**config.mk**
```make
export PLATFORM = sky130hd
export DESIGN_NAME = wdog_runtime
export DESIGN_NICKNAME = d
export VERILOG_FILES = /design/src/rtl/wdog_pkg.sv /design/src/rtl/wdog_regs.sv /design/src/rtl/wdog_prescale.sv /design/src/rtl/wdog_counter.sv /design/src/rtl/wdog_runtime.sv
export SDC_FILE = /design/constraint.sdc
export NUM_CORES = 1
export LEC_CHECK = 0
export BUFFER_PORTS_ARGS = -buffer_cell sky130_fd_sc_hd__buf_4
export CAP_MARGIN = 25
export CORE_UTILIZATION = 30
export CTS_CLUSTER_SIZE = 40
export DETAILED_ROUTE_END_ITERATION = 10
export SYNTH_ARGS = -nofsm -noshare
export SYNTH_HDL_FRONTEND = slang
export SYNTH_SLANG_ARGS = --single-unit
```
**constraint.sdc**
```tcl
create_clock -name clk -period 3.4 [get_ports clk]
set_input_delay 0.51 -clock clk [delete_from_list [all_inputs] [get_ports clk]]
set_output_delay 0.51 -clock clk [all_outputs]
set_load 0.02 [all_outputs]
```
**src/rtl/wdog_pkg.sv**
```systemverilog
// Package: shared offsets, bit positions and codes for the runtime watchdog.
// Assumes an 8-bit runtime offset space; offsets are widened where used.
package wdog_pkg;
    localparam logic [7:0] OFF_PINFN = 8'h47;
    localparam logic [7:0] OFF_UNIT  = 8'h65;
    localparam logic [7:0] OFF_COUNT = 8'h66;
    localparam logic [7:0] OFF_CFG   = 8'h67;
    localparam logic [7:0] OFF_STAT  = 8'h68;

    localparam int UNIT_BIT   = 7;  // 1 = seconds, 0 = minutes
    localparam int ACT_LSB    = 1;  // first activity-enable bit (keyboard)
    localparam int TRIG_BIT   = 0;  // sticky triggered flag

    localparam logic [3:0] PINFN_WDT = 4'hE;
endpackage

```
**src/rtl/wdog_regs.sv**
```systemverilog
// Module: runtime register file of the watchdog.
// Holds the unit, activity-enable and pin-function settings, decodes the
// count and status write strokes, and forms combinational read data.
// Assumes reg_wr is a single-cycle strobe qualified by reg_addr.
module wdog_regs
    import wdog_pkg::*;
#(
    parameter int ADDR_W  = 8,
    parameter int DATA_W  = 8,
    parameter int NUM_ACT = 2
) (
    input  logic              clk,
    input  logic              rst_n,
    input  logic              wr_en,
    input  logic [ADDR_W-1:0] addr,
    input  logic [DATA_W-1:0] wdata,
    input  logic [DATA_W-1:0] cnt_val,
    input  logic              trig_flag,
    output logic [DATA_W-1:0] rdata,
    output logic              unit_sec,
    output logic [NUM_ACT-1:0] act_en,
    output logic [DATA_W-1:0] pinfn,
    output logic              cnt_wr,
    output logic              stat_clr
);
    localparam logic [ADDR_W-1:0] A_PINFN = ADDR_W'(OFF_PINFN);
    localparam logic [ADDR_W-1:0] A_UNIT  = ADDR_W'(OFF_UNIT);
    localparam logic [ADDR_W-1:0] A_COUNT = ADDR_W'(OFF_COUNT);
    localparam logic [ADDR_W-1:0] A_CFG   = ADDR_W'(OFF_CFG);
    localparam logic [ADDR_W-1:0] A_STAT  = ADDR_W'(OFF_STAT);

    // Decode strokes that other blocks act on.
    assign cnt_wr   = wr_en && (addr == A_COUNT);
    assign stat_clr = wr_en && (addr == A_STAT) && !wdata[TRIG_BIT];

    // Store the settings registers.
    always_ff @(posedge clk) begin
        if (!rst_n) begin
            unit_sec <= 1'b0;
            act_en   <= '0;
            pinfn    <= '0;
        end else if (wr_en) begin
            if (addr == A_UNIT)  unit_sec <= wdata[UNIT_BIT];
            if (addr == A_PINFN) pinfn    <= wdata;
            if (addr == A_CFG) begin
                for (int i = 0; i < NUM_ACT; i++) begin
                    act_en[i] <= wdata[ACT_LSB + i];
                end
            end
        end
    end

    // Select read data for the presented offset.
    always_comb begin
        rdata = '0;
        if (addr == A_PINFN) begin
            rdata = pinfn;
        end else if (addr == A_UNIT) begin
            rdata[UNIT_BIT] = unit_sec;
        end else if (addr == A_COUNT) begin
            rdata = cnt_val;
        end else if (addr == A_CFG) begin
            for (int i = 0; i < NUM_ACT; i++) begin
                rdata[ACT_LSB + i] = act_en[i];
            end
        end else if (addr == A_STAT) begin
            rdata[TRIG_BIT] = trig_flag;
        end
    end
endmodule

```
**src/rtl/wdog_prescale.sv**
```systemverilog
// Module: time-unit step generator.
// Passes each second tick through in seconds mode. In minutes mode it emits
// one step per MIN_DIV ticks. A restart returns the prescaler to the start
// of a minute. Assumes sec_tick is a single-cycle pulse.
module wdog_prescale #(
    parameter int MIN_DIV = 60
) (
    input  logic clk,
    input  logic rst_n,
    input  logic sec_tick,
    input  logic unit_sec,
    input  logic restart,
    output logic unit_tick
);
    generate
        if (MIN_DIV < 2) begin : g_direct
            assign unit_tick = sec_tick;
        end else begin : g_divide
            localparam int PW = $clog2(MIN_DIV);
            logic [PW-1:0] pre_q;
            logic          wrap;

            assign wrap = (pre_q == PW'(MIN_DIV - 1));

            // Count seconds within the current minute.
            always_ff @(posedge clk) begin
                if (!rst_n) begin
                    pre_q <= '0;
                end else if (restart) begin
                    pre_q <= '0;
                end else if (sec_tick) begin
                    pre_q <= wrap ? '0 : pre_q + 1'b1;
                end
            end

            assign unit_tick = sec_tick && (unit_sec || wrap);
        end
    endgenerate
endmodule

```
**src/rtl/wdog_counter.sv**
```systemverilog
// Module: watchdog down-counter with activity reload and expiry flagging.
// Priority order: a count write, then an activity reload, then a unit step.
// An expiry in the same cycle as a clear leaves the flag set. Assumes all
// activity inputs are synchronous single-cycle pulses.
module wdog_counter #(
    parameter int DATA_W  = 8,
    parameter int NUM_ACT = 2
) (
    input  logic               clk,
    input  logic               rst_n,
    input  logic               cnt_wr,
    input  logic [DATA_W-1:0]  wdata,
    input  logic               unit_tick,
    input  logic [NUM_ACT-1:0] act_pulse,
    input  logic [NUM_ACT-1:0] act_en,
    input  logic               stat_clr,
    output logic [DATA_W-1:0]  cnt_q,
    output logic               trig_q,
    output logic               expire_q,
    output logic               reload,
    output logic               restart
);
    logic [DATA_W-1:0] last_q;
    logic              running;
    logic              expire_now;

    assign running    = (cnt_q != '0);
    assign reload     = running && |(act_pulse & act_en);
    assign restart    = cnt_wr || reload;
    assign expire_now = !restart && unit_tick && (cnt_q == DATA_W'(1));

    // Load, reload or step the remaining count.
    always_ff @(posedge clk) begin
        if (!rst_n) begin
            cnt_q  <= '0;
            last_q <= '0;
        end else if (cnt_wr) begin
            cnt_q  <= wdata;
            last_q <= wdata;
        end else if (reload) begin
            cnt_q <= last_q;
        end else if (unit_tick && running) begin
            cnt_q <= cnt_q - 1'b1;
        end
    end

    // Register the one-clock expiry pulse.
    always_ff @(posedge clk) begin
        if (!rst_n) expire_q <= 1'b0;
        else        expire_q <= expire_now;
    end

    // Keep the sticky triggered flag; a set beats a clear.
    always_ff @(posedge clk) begin
        if (!rst_n)          trig_q <= 1'b0;
        else if (expire_now) trig_q <= 1'b1;
        else if (stat_clr)   trig_q <= 1'b0;
    end
endmodule

```
**src/rtl/wdog_runtime.sv**
```systemverilog
// Module: top of the runtime watchdog.
// Joins the register file, the time-unit prescaler and the down-counter,
// and gates the expiry pulse onto the pin when the pin-function field
// selects the watchdog. Assumes tick_sec comes from a free-running source.
module wdog_runtime
    import wdog_pkg::*;
#(
    parameter int ADDR_W  = 8,
    parameter int DATA_W  = 8,
    parameter int MIN_DIV = 60
) (
    input  logic              clk,
    input  logic              rst_n,
    input  logic              reg_wr,
    input  logic [ADDR_W-1:0] reg_addr,
    input  logic [DATA_W-1:0] reg_wdata,
    output logic [DATA_W-1:0] reg_rdata,
    input  logic              tick_sec,
    input  logic              kbd_act,
    input  logic              mse_act,
    output logic              wdt_pin,
    output logic              rst_pulse
);
    localparam int NUM_ACT = 2;

    logic               unit_sec;
    logic [NUM_ACT-1:0] act_en;
    logic [DATA_W-1:0]  pinfn;
    logic               cnt_wr;
    logic               stat_clr;
    logic [DATA_W-1:0]  cnt_q;
    logic               trig_q;
    logic               expire_q;
    logic               reload_evt;
    logic               restart;
    logic               unit_tick;
    logic [NUM_ACT-1:0] act_vec;

    assign act_vec = {mse_act, kbd_act};

    wdog_regs #(.ADDR_W(ADDR_W), .DATA_W(DATA_W), .NUM_ACT(NUM_ACT)) u_regs (
        .clk(clk), .rst_n(rst_n), .wr_en(reg_wr), .addr(reg_addr),
        .wdata(reg_wdata), .cnt_val(cnt_q), .trig_flag(trig_q),
        .rdata(reg_rdata), .unit_sec(unit_sec), .act_en(act_en),
        .pinfn(pinfn), .cnt_wr(cnt_wr), .stat_clr(stat_clr)
    );

    wdog_prescale #(.MIN_DIV(MIN_DIV)) u_pre (
        .clk(clk), .rst_n(rst_n), .sec_tick(tick_sec), .unit_sec(unit_sec),
        .restart(restart), .unit_tick(unit_tick)
    );

    wdog_counter #(.DATA_W(DATA_W), .NUM_ACT(NUM_ACT)) u_cnt (
        .clk(clk), .rst_n(rst_n), .cnt_wr(cnt_wr), .wdata(reg_wdata),
        .unit_tick(unit_tick), .act_pulse(act_vec), .act_en(act_en),
        .stat_clr(stat_clr), .cnt_q(cnt_q), .trig_q(trig_q),
        .expire_q(expire_q), .reload(reload_evt), .restart(restart)
    );

    assign rst_pulse = expire_q;
    assign wdt_pin   = expire_q && (pinfn[3:0] == PINFN_WDT);
endmodule

```
==> metrics, run 1 <==
remaining global-route overflow 0; wire per inst 13.6 microns; first-pass iteration count of the detailed router 4; CTS H-tree lvls 2; Synth async-reset ratio 0%; area of the mapped netlist 1860 sq um; critical path's largest stage delay 250 ps; Crit-path slowest cell and4bb_2; main area contributors after synthesis dfxtp_1 38%, nand2_1 6.0%, mux2i_1 5.4%, a21boi_0 4.0%, nor2b_1 4.0%; CP Cell Sequence buf_4 > and4bb_2 > and2_1 > and3_1 > a222oi_1 > inv_1 > buf_4; layout cells sized above 1 19.5%; Die Wd 80.8 microns; Distinct cells, synth 41; Mapped Cells 212; gpl congestion 0.789; Yosys top cell area share 37.6%; maxcap violations 0; Synth area leader dfxtp_1; relative slew slack 65.2%; number of synthesized flops with an enable pin 0; fmax 436 MHz; Routed Antenna Nets 0; vias per inst 5.08; CP Capture Type output port; Num CTS Buffers 5; fin crit period 2290 ps; Setup Skew 6.37 ps; Power Density 342 nW/um^2; CTS tree yes; Worst Setup SP reg_addr[5]; Vias 1605; Slew @ Worst Pin 520 ps; io pins 32; RSZ-0062 raised after global routing no; die height 80.8 microns; area added between synthesis and finish 18.9%; Port-buffer cells 31; CTS root buffer clkbuf_8; Yosys reg bits 35; Peak VDD IR 126 uV; final routed DRC violation total 0; largest net degree at the start of global routing 30; antenna fix cells 0; Setup TNS 0 ps; drt total wl 4290 microns; Post-synth top cells 35 x dfxtp_1, 30 x nand2_1, 14 x nor2_1; final hold vios 0; most frequent cell after synthesis dfxtp_1; clock sinks 35; CP required 2890 ps; fin nets 266; HP Class reg2reg; Setup-failing EPs final 0; CTS resizes 0; Arr. time, crit path 1780 ps; latest clock arrival within the worst-skew pair 290 ps; startpoint types primary input; Mean Syn Cell Area 8.79 sq um; worst-path fanout max 5; CTS Hold Bufs 0; post-synthesis sequential area ratio 37.6%; final max-slew violation count 0; Rows 28; post-layout util 37.2%; hold_sp u_cnt.last_q[2]$_SDFFE_PN0P_; CP top delay family simple AND/OR/NAND/NOR gates; Synthesis Warnings 0; CP Class in2out; setup bufs post-CTS 0; hpwl dp 3110 microns; Top FF cell, synth dfxtp_1; initial antenna violation count 0; CTS Buffer Depth 2; most used cell, CP buf_4; DR iter-0 viols 62; vias in the first global route 1507; Total GRT Usage 14.7%; run status finished clean; CTS clk-pin slew, worst paths 70 ps; Syn Nets 238; Initial Util 31.3%; die area 6530 sq um; # placed instances 308; first-pass GRT wire length 7290 microns; r2r startpoint u_pre.g_divide.pre_q[0]$_SDFFE_PP0P_; Leakage 1.00 nW; core area 5960 sq um; Post-Layout Cell Count 316; fillcell total 620; Tcrit/Tclk final 67.4%; worst path bufs/invs 3
## logic make-up (layout without fill, tap and decap cells)
family	after synthesis	after routing	synth area share, %
simple gates	86	86	26.0
fa+ha+maj	4	4	2.69
compound gates	53	53	19.5
mux	10	10	5.37
buf+inv	14	43	4.16
xor+xnor	10	10	4.70
flops	35	35	37.6
## metal layers
metal | routed length, microns | share of wire, % | global-route usage [%] | vias up
met3 | 175 | 4.1 | 3.71 | 8
li1 | - | - | - | 815
met5 | 0 | 0 | 0 | -
met1 | 2110 | 49 | 19.4 | 755
met4 | 72 | 1.7 | 5.89 | 0
met2 | 1930 | 45 | 22.8 | 27
## state kept, by name, summed over array words and instances (netlist names)
| signal | cells |
|---|---|
| u_cnt.expire_q | 1 |
| u_cnt.last_q | 8 |
| u_regs.act_en | 2 |
| u_pre.g_divide.pre_q | 6 |
| u_regs.pinfn | 8 |
| u_cnt.cnt_q | 8 |
| u_cnt.trig_q | 1 |
| u_regs.unit_sec | 1 |
## metrics by stage
stage	total power (W)	setup slack (ps)	instance area (sq um)	hold slack, ps
5_1_grt	0.000797	993	2220	489
3_5_place_dp	0.000475	1080	2130	452
3_3_place_gp	0.000474	1140	2130	445
6_report	0.000758	1110	2220	463
2_1_floorplan	0.000447	1390	1860	438
4_1_cts	0.000771	1080	2220	463
## report_power, final
group | internal (W) | switching, W | total (W)
Sequential | 0.000413 | 0.00000285 | 0.000416
Combinational | 0.0000269 | 0.0000222 | 0.0000492
Clock | 0.000143 | 0.000150 | 0.000293
Total | 0.000583 | 0.000175 | 0.000758
## final cells by class
class	instances	area [sq um]	share of cell area [%]
flip-flops and latches	35	701	31.6
well taps	75	93.8	4.23
multi-input cells	163	1080	49.0
clock buffers	6	72.6	3.27
repair buffers	32	240	10.8
inverters	3	11.3	0.508
clock inverters	2	12.5	0.565
## final timing paths
kind	cells after the start	slack, ps	endpoint
setup / recovery	7	1110	reg_rdata[1]
hold / removal	2	460	u_cnt.last_q[2]$_SDFFE_PN0P_
setup reg to reg	6	1530	u_cnt.cnt_q[3]$_SDFFE_PN0P_
hold reg to reg	2	460	u_cnt.last_q[2]$_SDFFE_PN0P_
## cell usage in the layout (no fill, tap or decap), types with 2 or more instances in the layout
master	n
inv_1	3
nand3_1	5
ha_1	4
a21boi_0	10
nor2_1	14
xnor2_1	5
a22o_1	6
a21oi_1	7
and3_1	4
o21ai_0	13
xor2_1	5
clkbuf_8	5
dfxtp_1	35
nor3_2	2
a21o_1	7
buf_4	32
o221ai_1	2
mux2i_1	10
nand4_1	5
and4_1	2
a22oi_1	3
nand2_1	30
nor2b_1	12
nor3b_1	2
## tightest hold or removal path: stages (launching register included)
cell	delay, ps
dfxtp_1	310
nand2_1	50
a21boi_0	60
(Power assumes the default switching activity.)
==> run 2, diff against run 1 <==
- clock period: 3.4 -> 1.8 ns (I/O delays scaled with it)
==> metrics, run 2 (synthesis results as in run 1) <==
run status finished clean; final hold vios 0; startpoint types primary input; # placed instances 328; Arr. time, crit path 1450 ps; Port-buffer cells 31; die area 6530 sq um; sw power 0.000336 W; Cell Int Power 0.00118 W; Leakage 1.13 nW; clock power share 41.7%; maxcap violations 0; drt total wl 4610 microns; first-pass iteration count of the detailed router 4; HP Class in2reg; Die Wd 80.8 microns; most frequent cells in the layout 51 x buf_4, 35 x dfxtp_1, 30 x nand2_1; Routed Antenna Nets 0; Pwr Total 0.00152 W; remaining global-route overflow 0; CTS tree yes; fin nets 286; CP Class in2out; RSZ-0062 raised after global routing no; Num CTS Buffers 5; latest clock arrival within the worst-skew pair 290 ps; CP Capture Type output port; die height 80.8 microns; Total GRT Usage 16.0%; initial antenna violation count 0; final max-slew violation count 0; Initial Util 31.3%; DR iter-0 viols 86; Post-Layout Cell Count 336; Setup-failing EPs final 0; CTS H-tree lvls 2; Peak VDD IR 223 uV; vias in the first global route 1662; leading cell type in the layout, fill and taps excluded buf_4; Power Density 629 nW/um^2; CP required 1530 ps; worst-path fanout max 5; final routed DRC violation total 0; Largest regs u_cnt.cnt_q (8), u_cnt.last_q (8), u_regs.pinfn (8); fmax 581 MHz; first-pass GRT wire length 7870 microns; Setup Skew 5.83 ps; Net Sw Frac 22.1%; Rows 28; antenna fix cells 0; hpwl dp 3510 microns; clock sinks 35; vias per inst 4.95; Logic pwr share 6.6%; CTS Buffer Depth 2; sequential power share 51.7%; CTS root buffer clkbuf_8; area added between synthesis and finish 29.6%; CTS clk-pin slew, worst paths 60 ps; wire per inst 13.7 microns; core area 5960 sq um; Vias 1662; largest net degree at the start of global routing 30; fin crit period 1720 ps; gpl congestion 0.782; fillcell total 606; relative slew slack 75.2%; Tcrit/Tclk final 95.6%; CTS Hold Bufs 0; Setup TNS 0 ps; io pins 32; layout cells sized above 1 28.0%; Slew @ Worst Pin 371 ps
[run 2: per-stage QoR]
stage / area [sq um] / utilization, % / hold slack (ps) / setup WS (ps)
after floorplan: 1860 / - / 417 / 193
after global placement: 2290 / 38.5 / 445 / 53.4
after detailed placement: 2290 / 38.5 / 452 / 24.0
after CTS: 2400 / 40.3 / 245 / 39.2
after global routing: 2410 / 40.5 / 254 / 5.46
final: 2410 / 40.5 / 245 / 78.5
[run 2: power groups by stage]
stage	combinational, W	clock, W	sequential, W
floorplan	0.0000432	0	0.000802
detailed placement	0.0000989	0	0.000803
finish	0.0000999	0.000633	0.000786
CTS	0.0000993	0.000655	0.000785
global placement	0.0000967	0	0.000802
global route	0.000111	0.000681	0.000785
[run 2: area by class of cell]
| class | instances | area, sq um | share of cell area [%] |
|---|---|---|---|
| Multi-Input combinational cell | 163 | 1110 | 45.8 |
| Sequential cell | 35 | 701 | 29.0 |
| Timing Repair Buffer | 52 | 403 | 16.7 |
| Clock buffer | 8 | 100 | 4.15 |
| Tap cell | 75 | 93.8 | 3.89 |
| Inverter | 3 | 11.3 | 0.466 |
[run 2: path summary, 6_finish.rpt]
check,startpoint,endpoint,slack [ps],depth (start not counted)
setup / recovery,reg_addr[6],reg_rdata[1],80,7
hold / removal,reg_wdata[5],u_regs.pinfn[5]$_SDFFE_PN0P_,240,3
hold reg to reg,u_cnt.last_q[2]$_SDFFE_PN0P_,u_cnt.last_q[2]$_SDFFE_PN0P_,460,2
setup reg to reg,u_cnt.cnt_q[0]$_SDFFE_PN0P_,u_cnt.cnt_q[7]$_SDFFE_PN0P_,80,6
[run 2: routing by layer]
layer	routed length, microns	track usage, %
met1	2230	20.0
met3	143	3.71
met4	79	6.96
met2	2160	26.1
met5	0	0
[run 2: repair_timing]
item | in CTS | in global routing
buffers inserted | 0 | 0
gates cloned | 0 | 0
pin swaps | 0 | 2
setup endpoints to repair | 1 | 16
gates resized for setup | 1 | 7
[run 2: worst max-delay path, stage by stage]
cell	delay [ps]
buf_4	110
and4bb_2	250
and2_4	160
and3_4	180
a222oi_1	240
inv_1	70
buf_4	160
